==> src/rtl/vb_pkg.sv <==
package vb_pkg;
  localparam int unsigned VB_MIN_ENTRIES = 4;
  localparam int unsigned VB_MAX_ENTRIES = 16;

  typedef enum logic [1:0] {
    VB_IDLE,
    VB_EVICT,
    VB_LOOKUP
  } vb_op_e;
endpackage

==> src/rtl/vb_match.sv <==
module vb_match #(
  parameter int unsigned ENTRIES = 8,
  parameter int unsigned TAG_W   = 22,
  localparam int unsigned IDX_W  = $clog2(ENTRIES)
) (
  input  logic [ENTRIES-1:0]            valid_i,
  input  logic [ENTRIES-1:0][TAG_W-1:0] tag_i,
  input  logic [TAG_W-1:0]              key_i,
  output logic                          hit_o,
  output logic [IDX_W-1:0]              idx_o
);
  logic [ENTRIES-1:0] hit_vec;

  for (genvar e = 0; e < ENTRIES; e++) begin : g_cmp
    assign hit_vec[e] = valid_i[e] && (tag_i[e] == key_i);
  end

  // at most one entry matches in legal use; lowest index wins otherwise
  always_comb begin
    idx_o = '0;
    for (int i = ENTRIES - 1; i >= 0; i--) begin
      if (hit_vec[i]) idx_o = IDX_W'(i);
    end
  end

  assign hit_o = |hit_vec;
endmodule

==> src/rtl/vb_age.sv <==
module vb_age #(
  parameter int unsigned ENTRIES = 8,
  localparam int unsigned IDX_W  = $clog2(ENTRIES)
) (
  input  logic             clk_i,
  input  logic             rst_ni,
  input  logic             touch_i,
  input  logic [IDX_W-1:0] touch_idx_i,
  output logic [IDX_W-1:0] oldest_o
);
  // older_q[i][j]: entry i was written before entry j
  logic [ENTRIES-1:0] older_q [ENTRIES];

  always_ff @(posedge clk_i or negedge rst_ni) begin
    if (!rst_ni) begin
      for (int i = 0; i < ENTRIES; i++) begin
        for (int j = 0; j < ENTRIES; j++) begin
          older_q[i][j] <= (i < j);
        end
      end
    end else if (touch_i) begin
      for (int j = 0; j < ENTRIES; j++) begin
        if (IDX_W'(j) != touch_idx_i) begin
          older_q[touch_idx_i][j] <= 1'b0;
          older_q[j][touch_idx_i] <= 1'b1;
        end
      end
    end
  end

  always_comb begin
    oldest_o = '0;
    for (int i = 0; i < ENTRIES; i++) begin
      logic all_older;
      all_older = 1'b1;
      for (int j = 0; j < ENTRIES; j++) begin
        if (i != j) all_older = all_older & older_q[i][j];
      end
      if (all_older) oldest_o = IDX_W'(i);
    end
  end
endmodule

==> src/rtl/vb_alloc.sv <==
module vb_alloc #(
  parameter int unsigned ENTRIES = 8,
  localparam int unsigned IDX_W  = $clog2(ENTRIES)
) (
  input  logic [ENTRIES-1:0] valid_i,
  input  logic [IDX_W-1:0]   oldest_i,
  output logic               full_o,
  output logic [IDX_W-1:0]   slot_o
);
  logic [IDX_W-1:0] free_idx;

  always_comb begin
    free_idx = '0;
    for (int i = ENTRIES - 1; i >= 0; i--) begin
      if (!valid_i[i]) free_idx = IDX_W'(i);
    end
  end

  assign full_o = &valid_i;
  assign slot_o = full_o ? oldest_i : free_idx;
endmodule

==> src/rtl/victim_buffer.sv <==
module victim_buffer
  import vb_pkg::*;
#(
  parameter int unsigned ENTRIES = 8,
  parameter int unsigned ADDR_W  = 24,
  parameter int unsigned OFFS_W  = 2,
  parameter int unsigned LINE_W  = 32,
  localparam int unsigned TAG_W  = ADDR_W - OFFS_W,
  localparam int unsigned IDX_W  = $clog2(ENTRIES)
) (
  input  logic              clk_i,
  input  logic              rst_ni,
  input  logic              evict_valid_i,
  input  logic [TAG_W-1:0]  evict_blk_i,
  input  logic [LINE_W-1:0] evict_line_i,
  input  logic              evict_dirty_i,
  input  logic              lookup_valid_i,
  input  logic [TAG_W-1:0]  lookup_blk_i,
  input  logic              swap_valid_i,
  input  logic [TAG_W-1:0]  swap_blk_i,
  input  logic [LINE_W-1:0] swap_line_i,
  input  logic              swap_dirty_i,
  output logic              resp_valid_o,
  output logic              resp_hit_o,
  output logic [LINE_W-1:0] resp_line_o,
  output logic              resp_dirty_o,
  output logic              wb_valid_o,
  output logic [TAG_W-1:0]  wb_blk_o,
  output logic [LINE_W-1:0] wb_line_o
);
  logic [ENTRIES-1:0]            valid_q;
  logic [ENTRIES-1:0]            dirty_q;
  logic [ENTRIES-1:0][TAG_W-1:0] tag_q;
  logic [LINE_W-1:0]             line_q [ENTRIES];

  vb_op_e           op;
  logic             hit;
  logic [IDX_W-1:0] hit_idx;
  logic [IDX_W-1:0] oldest_idx;
  logic [IDX_W-1:0] slot_idx;
  logic             full;

  logic              wr_en;
  logic              clr_en;
  logic [IDX_W-1:0]  wr_idx;
  logic [TAG_W-1:0]  wr_tag;
  logic [LINE_W-1:0] wr_line;
  logic              wr_dirty;
  logic              wb_fire;

  // lookup has priority; a colliding eviction is dropped
  assign op = lookup_valid_i ? VB_LOOKUP : (evict_valid_i ? VB_EVICT : VB_IDLE);

  vb_match #(.ENTRIES(ENTRIES), .TAG_W(TAG_W)) match_i (
    .valid_i (valid_q),
    .tag_i   (tag_q),
    .key_i   (lookup_blk_i),
    .hit_o   (hit),
    .idx_o   (hit_idx)
  );

  vb_age #(.ENTRIES(ENTRIES)) age_i (
    .clk_i       (clk_i),
    .rst_ni      (rst_ni),
    .touch_i     (wr_en),
    .touch_idx_i (wr_idx),
    .oldest_o    (oldest_idx)
  );

  vb_alloc #(.ENTRIES(ENTRIES)) alloc_i (
    .valid_i  (valid_q),
    .oldest_i (oldest_idx),
    .full_o   (full),
    .slot_o   (slot_idx)
  );

  always_comb begin
    wr_en    = 1'b0;
    clr_en   = 1'b0;
    wr_idx   = slot_idx;
    wr_tag   = evict_blk_i;
    wr_line  = evict_line_i;
    wr_dirty = evict_dirty_i;
    unique case (op)
      VB_LOOKUP: begin
        wr_idx   = hit_idx;
        wr_tag   = swap_blk_i;
        wr_line  = swap_line_i;
        wr_dirty = swap_dirty_i;
        if (hit) begin
          wr_en  = swap_valid_i;
          clr_en = !swap_valid_i;
        end
      end
      VB_EVICT: wr_en = 1'b1;
      default: ;
    endcase
  end

  assign wb_fire = (op == VB_EVICT) && full && dirty_q[slot_idx];

  for (genvar e = 0; e < ENTRIES; e++) begin : g_ent
    logic v_q, d_q;
    logic sel;
    assign sel = (wr_idx == IDX_W'(e));

    always_ff @(posedge clk_i or negedge rst_ni) begin
      if (!rst_ni) begin
        v_q <= 1'b0;
        d_q <= 1'b0;
      end else if (wr_en && sel) begin
        v_q <= 1'b1;
        d_q <= wr_dirty;
      end else if (clr_en && sel) begin
        v_q <= 1'b0;
      end
    end

    always_ff @(posedge clk_i) begin
      if (wr_en && sel) begin
        tag_q[e]  <= wr_tag;
        line_q[e] <= wr_line;
      end
    end

    assign valid_q[e] = v_q;
    assign dirty_q[e] = d_q;
  end

  always_ff @(posedge clk_i or negedge rst_ni) begin
    if (!rst_ni) begin
      resp_valid_o <= 1'b0;
      resp_hit_o   <= 1'b0;
      resp_line_o  <= '0;
      resp_dirty_o <= 1'b0;
      wb_valid_o   <= 1'b0;
    end else begin
      resp_valid_o <= (op == VB_LOOKUP);
      resp_hit_o   <= (op == VB_LOOKUP) && hit;
      resp_line_o  <= ((op == VB_LOOKUP) && hit) ? line_q[hit_idx] : '0;
      resp_dirty_o <= (op == VB_LOOKUP) && hit && dirty_q[hit_idx];
      wb_valid_o   <= wb_fire;
    end
  end

  // old contents captured at the same edge that overwrites the slot
  always_ff @(posedge clk_i) begin
    if (wb_fire) begin
      wb_blk_o  <= tag_q[slot_idx];
      wb_line_o <= line_q[slot_idx];
    end
  end
endmodule

==> config.mk <==
export PLATFORM = sky130hd
export DESIGN_NAME = victim_buffer
export DESIGN_NICKNAME = d
export VERILOG_FILES = /design/src/rtl/vb_pkg.sv /design/src/rtl/vb_match.sv /design/src/rtl/vb_age.sv /design/src/rtl/vb_alloc.sv /design/src/rtl/victim_buffer.sv
export SDC_FILE = /design/constraint.sdc
export NUM_CORES = 1
export LEC_CHECK = 0
export BUFFER_PORTS_ARGS = -buffer_cell sky130_fd_sc_hd__buf_4
export CAP_MARGIN = 20
export CORE_ASPECT_RATIO = 1.4
export CORE_MARGIN = 2
export CORE_UTILIZATION = 25
export CTS_BUF_LIST = sky130_fd_sc_hd__clkbuf_4
export CTS_CLUSTER_DIAMETER = 80
export DETAILED_ROUTE_END_ITERATION = 6
export SLEW_MARGIN = 20
export SYNTH_ARGS = -nofsm -noshare
export SYNTH_HDL_FRONTEND = slang
export SYNTH_SLANG_ARGS = --single-unit
==> constraint.sdc <==
create_clock -name clk_i -period 6.7 [get_ports clk_i]
set_input_delay 1.005 -clock clk_i [delete_from_list [all_inputs] [get_ports clk_i]]
set_output_delay 1.005 -clock clk_i [all_outputs]
set_load 0.02 [all_outputs]
## Word level (Yosys, flattened, before mapping)

Memories as Yosys holds them, arrays and structs flattened. A register that Yosys moved wholly into a read port is not among the register bits.
Index checks and enable logic that the tools add are counted.

| cells by class | value |
|---|---|
| reduce and logical (&&, ||, !) cells | 50 |
| shift-type cells | 0 |
| order comparisons | 6 |
| multiply operators | 0 |
| div/mod/pow operators | 0 |
| mux-type cells | 127 |
| add/sub/neg operators | 0 |
| bitwise operators | 67 |
| equality and inequality tests | 24 |

Operator list:

| kind | number |
|---|---|
| $mux 64 | 15 |
| $and 64x64->64 | 8 |
| $not 64->64 | 8 |
| $mux 32 | 9 |
| $reduce_or 32->1 | 7 |
| $demux 8 s3 | 8 |
| $eq 22x22->1 | 8 |
| $mux 3 | 30 |
| $bmux 22 s3 | 1 |
| $or 8x8->8 | 8 |
| $mux 1 | 49 |
| $mux 22 | 2 |
| $and 1x1->1 | 42 |
| $logic_and 1x1->1 | 30 |
| $reduce_bool 2->1 | 8 |
| $eq 3x3->1 const B | 4 |
| $lt 3x4->1 const B | 3 |
| $ne 3x3->1 const A | 4 |
| $mux 2 | 4 |
| $mux 8 | 1 |
| $reduce_and 8->1 | 1 |
| $reduce_or 8->1 | 1 |
| $mux 7 | 1 |
| $bmux 1 s3 | 2 |
| 18 further kinds | 20 |

| storage, ports and cells | value |
|---|---|
| bits in writable memories | 256 |
| memory bits (read-only) | 0 |
| logic and storage cells | 313 |
| register bits | 314 |
| bits in latches | 0 |
| input bits | 137 |
| memories kept | 1 |

Memories:

| name | depth | bits a word | read ports | clocked after memory_dff | wr ports | RTL line | RTL |
|---|---|---|---|---|---|---|---|
| line_q | 8 | 32 | 2 | 1 | 1 | victim_buffer.sv:34 | `logic [LINE_W-1:0] line_q [ENTRIES];` |

## Depth between registers and ports, before layout

| depth | value |
|---|---|
| word-level depth | 52 |
| gate-level depth with buffers | 13 |

## Modules after synthesis

Synthesis repeated with hierarchy kept, for this count alone.

| unflattened totals | value |
|---|---|
| cell total of the unflattened synthesis | 1,508 |
| area, all modules | 26,628.0 um2 |

By module, submodules not included:

| module | cells each | area an instance (um2) | times used |
|---|---|---|---|
| victim_buffer | 984 | 22,245.1 | 1 |
| vb_match | 275 | 2,159.6 | 1 |
| vb_age | 234 | 2,140.8 | 1 |
| vb_alloc | 15 | 82.6 | 1 |

## Worst setup path before layout

Ideal clock, no wire load.

| path | value |
|---|---|
| path type | flip-flop to flip-flop |
| start point | register g_ent[2].v_q |
| end point | register wb_blk_o[0] (enable) |
| arrival time | 4,866 ps |
| stages on the path, launching flop included | 10 |
| required time | 6,215 ps |
| path slack | 1,349 ps |
| buffers on the path | 2 |
| library setup time | 485 ps |
| path through | dfrtp_1 and2_1 nand3_1 nor4_1 a221o_1 clkbuf_1 clkbuf_1 nand2_1 a311o_1 a21oi_1 |

| between the ends | value |
|---|---|
| word-level cells in the longest chain between the ends | 7 |
| elaborated cells on any way between the ends | 9 |

RTL lines:

| item | RTL line | RTL |
|---|---|---|
| from (decl) | victim_buffer.sv:103 | `logic v_q, d_q;` |
| from (signal assigned) | victim_buffer.sv:109 | `v_q <= 1'b0;` |
| from (signal assigned) | victim_buffer.sv:112 | `v_q <= 1'b1;` |
| from (signal assigned) | victim_buffer.sv:115 | `v_q <= 1'b0;` |
| $mux 3 (3 in series) | vb_alloc.sv:15 | `if (!valid_i[i]) free_idx = IDX_W'(i);` |
| $mux 3 | vb_alloc.sv:20 | `assign slot_o = full_o ? oldest_i : free_idx;` |
| $bmux 1 s3 | victim_buffer.sv:100 | `assign wb_fire = (op == VB_EVICT) && full && dirty_q[slot_idx];` |
| $mux 1 (implied by the code) | victim_buffer.sv:100 |  |
| $logic_and 1x1->1 (*) | victim_buffer.sv:100 |  |
| net wb_fire | victim_buffer.sv:49 | `logic wb_fire;` |
| to (signal assigned) | victim_buffer.sv:149 | `wb_blk_o <= tag_q[slot_idx];` |
| to (decl) | victim_buffer.sv:28 | `output logic [TAG_W-1:0] wb_blk_o,` |

Mark *: on every way through the listed nets, which the timed path passes. The rest lies on a longest branch. The select of a mux whose other input is x is not followed.
A chain may end at the register's enable or synchronous reset.

## Worst setup path in the final report

| path | value |
|---|---|
| start point | register g_ent[2].v_q |
| end point | register wb_blk_o[6] (enable) |

Same word-level chain as after synthesis.

==> flow_metrics.py <==
metrics = {
    "critical_path": {
        "crit_buf_inv": 2,
        "end_kind": "flip-flop",
        "worstPathMaxFanout": 66,
        "cp-start-kind": "flip-flop",
        "slowest_delay_ps": 820,
        "crit_chain": "and2_1, nand3_1, nor4_1, a21o_4, buf_4, nand3_1, a21oi_4, buf_12",
        "cp_common_cell": "nand3_1",
        "critical_path_required_ps": 7360,
        "path_class": "reg2reg",
        "crit_family": "simple AND/OR/NAND/NOR gates",
        "crit_slowest_cell": "nor4_1",
        "arrival_ps": 5640,
    },
    "synthesis": {
        "yosysTopAreaCell": "edfxtp_1",
        "synth_top_flop_cell": "edfxtp_1",
        "netlist-cell-type-count": 67,
        "synth_cells": 2383,
        "yosysMostFrequentCell": "nand2_1",
        "synthArstFlopShare": 0.172,
        "synth_area_leaders": "edfxtp_1, nand2_1, dfrtp_1",
        "syn_nets": 2520,
        "yosys_warnings": 0,
        "avgSynthCellArea_um2": 11.4,
        "netlist_top_cells_count": "nand2_1, edfxtp_1, nand3_1",
        "yosysTopAreaCellShare": 0.536,
        "yosys_register_bits": 587,
        "synth_edf_count": 486,
        "synth_area_um2": 27200,
        "ys_seq_area_frac": 0.630,
    },
    "pwr": {
        "p_leak_nw": 12.3,
        "powerDensity_nw_per_um2": 401,
        "peakVddDrop_mv": 0.368,
    },
    "die": {
        "initial_core_util": 0.251,
        "die_w_um": 283,
        "dieArea_um2": 112000,
        "core_area_um2": 108000,
        "fp-row-count": 143,
        "pin_count": 227,
        "die_h_um": 394,
    },
    "detailed_routing": {
        "postRouteWirelength_um": 92800,
        "drtAntennaViolNets": 0,
        "first_pass_iters": 7,
        "detailroute.via_count": 20000,
        "vias_per_cell": 4.74,
        "post_drt_wl_per_cell_um": 22.0,
        "drt-initial-drc-count": 1478,
        "drt_drc_violations_left": 0,
    },
    "min_path": {
        "hold_path_class": "in2reg",
    },
    "timing": {
        "fin_ws_ps": 1720,
        "hold_viol_final": 0,
        "fin_crit_ps": 4980,
        "max_slew_margin": 0.308,
        "setup_tns_ps": 0,
        "skew_ps": 102,
        "rsz0062_at_grt": "no",
        "holdWs_ps": 291,
        "post-route-period-util": 0.743,
        "fmax_ghz": 0.201,
        "setup_viol": 0,
        "worst_pin_slew_ps": 1020,
        "slew_violations": 0,
    },
    "cells_and_area": {
        "area_growth_pct": 19.8,
        "final_core_util": 0.301,
        "fill_cells": 11100,
        "fin_area_um2": 32600,
        "drive_above_1_share": 0.226,
        "nets": 2779,
    },
    "global_routing": {
        "grt_use_met2": 0.287,
        "busiest_layer": "met2",
        "grt_pass1_vias": 20300,
        "grt_max_degree": 144,
        "grt_pass1_wl_um": 135000,
        "overflow": 0,
        "antenna_found_initial": 11,
        "met3_usage": 0.0379,
        "grtUsageTotal": 0.165,
        "grt.met1_usage": 0.183,
    },
    "placement": {
        "gp_congestion": 0.902,
        "placed_area_um2": 30600,
        "dp_hpwl_um": 61900,
        "portBuffers": 226,
        "dp_slack_ps": 1020,
    },
    "clock_tree": {
        "path_clk_slew_ps": 70,
        "post_cts_buffers": 0,
        "cts_tree": "yes",
        "clockRootBuffer": "clkbuf_4",
        "cts_resized": 0,
        "clkLatencyLatePin_ps": 1050,
        "cts_made_buffers": 139,
        "cts_htree_levels": 4,
        "clkSinkCount": 587,
        "cts_buffer_depth": 3,
    },
    "job": {
        "cap_violations": 0,
    },
    "status": {
        "outcome": "completed",
    },
}
[metal layers]
| layer | part of all wire | wire (µm) | up-vias |
|---|---|---|---|
| li1 | - | - | 9155 |
| met1 | 0.37 | 34300 | 9699 |
| met2 | 0.51 | 47400 | 878 |
| met3 | 0.067 | 6260 | 219 |
| met4 | 0.051 | 4770 | 10 |
| met5 | 0.00066 | 61 | - |
[logic make-up after synthesis]
kind of cell | synth area share
simple gates | 0.171
flops | 0.630
compound gates | 0.0638
xor+xnor | 0.0567
buf+inv | 0.0279
mux | 0.0501
[worst paths after layout]
| check | start | to | depth (start not counted) | slack, ps |
|---|---|---|---|---|
| setup / recovery | g_ent[2].v_q$_DFFE_PN0P_ | wb_blk_o[6]$_DFFE_PP_ | 8 | 1720 |
| hold / removal | swap_valid_i | g_ent[2].v_q$_DFFE_PN0P_ | 3 | 290 |
| setup reg to reg | g_ent[2].v_q$_DFFE_PN0P_ | wb_blk_o[6]$_DFFE_PP_ | 8 | 1720 |
| hold reg to reg | age_i.older_q[29]$_DFFE_PN1P_ | age_i.older_q[29]$_DFFE_PN1P_ | 2 | 480 |
| max in group asynchronous | rst_ni | resp_dirty_o$_DFF_PN0_ | 3 | 4730 |
| min in group asynchronous | rst_ni | resp_line_o[6]$_DFF_PN0_ | 2 | 590 |
[worst reg2reg max path: cells and delay by family (launching register included)]
family	cells	cell delay, ps
DFF	1	430
and+or+nand+nor	4	1630
AOI/OAI and AO/OA	2	1390
buffers and inverters	2	1060
[sequential cells by signal (all words and copies together) (netlist names)]
| signal | flops |
|---|---|
| line_q | 256 |
| tag_q | 176 |
| age_i.older_q | 49 |
| resp_line_o | 32 |
| wb_line_o | 32 |
| wb_blk_o | 22 |
| g_ent.d_q | 8 |
| g_ent.v_q | 8 |
| resp_dirty_o | 1 |
| resp_hit_o | 1 |
| resp_valid_o | 1 |
| wb_valid_o | 1 |
[cell type report]
cell class | count | area (µm²) | share of cell area
Clock buffer | 205 | 1540 | 0.0472
Antenna cell | 6 | 15.0 | 0.000461
Inverter | 14 | 58.8 | 0.00180
Clock inverter | 50 | 430 | 0.0132
Multi-Input combinational cell | 1622 | 9440 | 0.289
Sequential cell | 587 | 17100 | 0.526
Timing Repair Buffer | 278 | 2160 | 0.0664
Tap cell | 1450 | 1810 | 0.0556
[power breakdown]
group	internal (mW)	switching, mW	leakage, nW
Combinational	1.43	3.47	5.53
Sequential	4.68	0.258	5.61
Clock	1.73	1.51	1.16
Total	7.84	5.24	12.3
[stage by stage]
stage,power (mW),instances
after floorplan,8.12,2383
after global placement,9.87,3948
after detailed placement,9.94,3950
after CTS,13.2,4206
after global routing,13.9,4211
final,13.1,4212
[what timing repair did]
item,4_1_cts,5_1_grt
endpoints found under the setup margin,0,0
hold buffers,1,0
endpoints found under the hold margin,20,0
[cells in the final DEF, fill, tap and decap left out, types with 8 or more instances in the layout]
cell,synthesis,layout
mux2_2,59,59
o221ai_1,33,33
xnor2_1,90,90
nor4_1,22,22
nand3_1,283,283
a21o_1,23,22
xor2_1,86,86
o21a_1,20,20
clkinv_1,0,28
mux2i_1,65,65
bufinv_16,0,8
edfxtp_1,486,486
nor2_1,87,84
buf_4,9,270
a21oi_1,37,36
nor3_1,9,9
nand4_1,40,40
dfrtp_1,80,80
clkbuf_4,0,205
o21ai_0,62,62
nand2_1,610,610
dfstp_2,21,21
inv_1,8,8
a221oi_1,34,32
No activity file was read; power rests on OpenSTA's default activity.
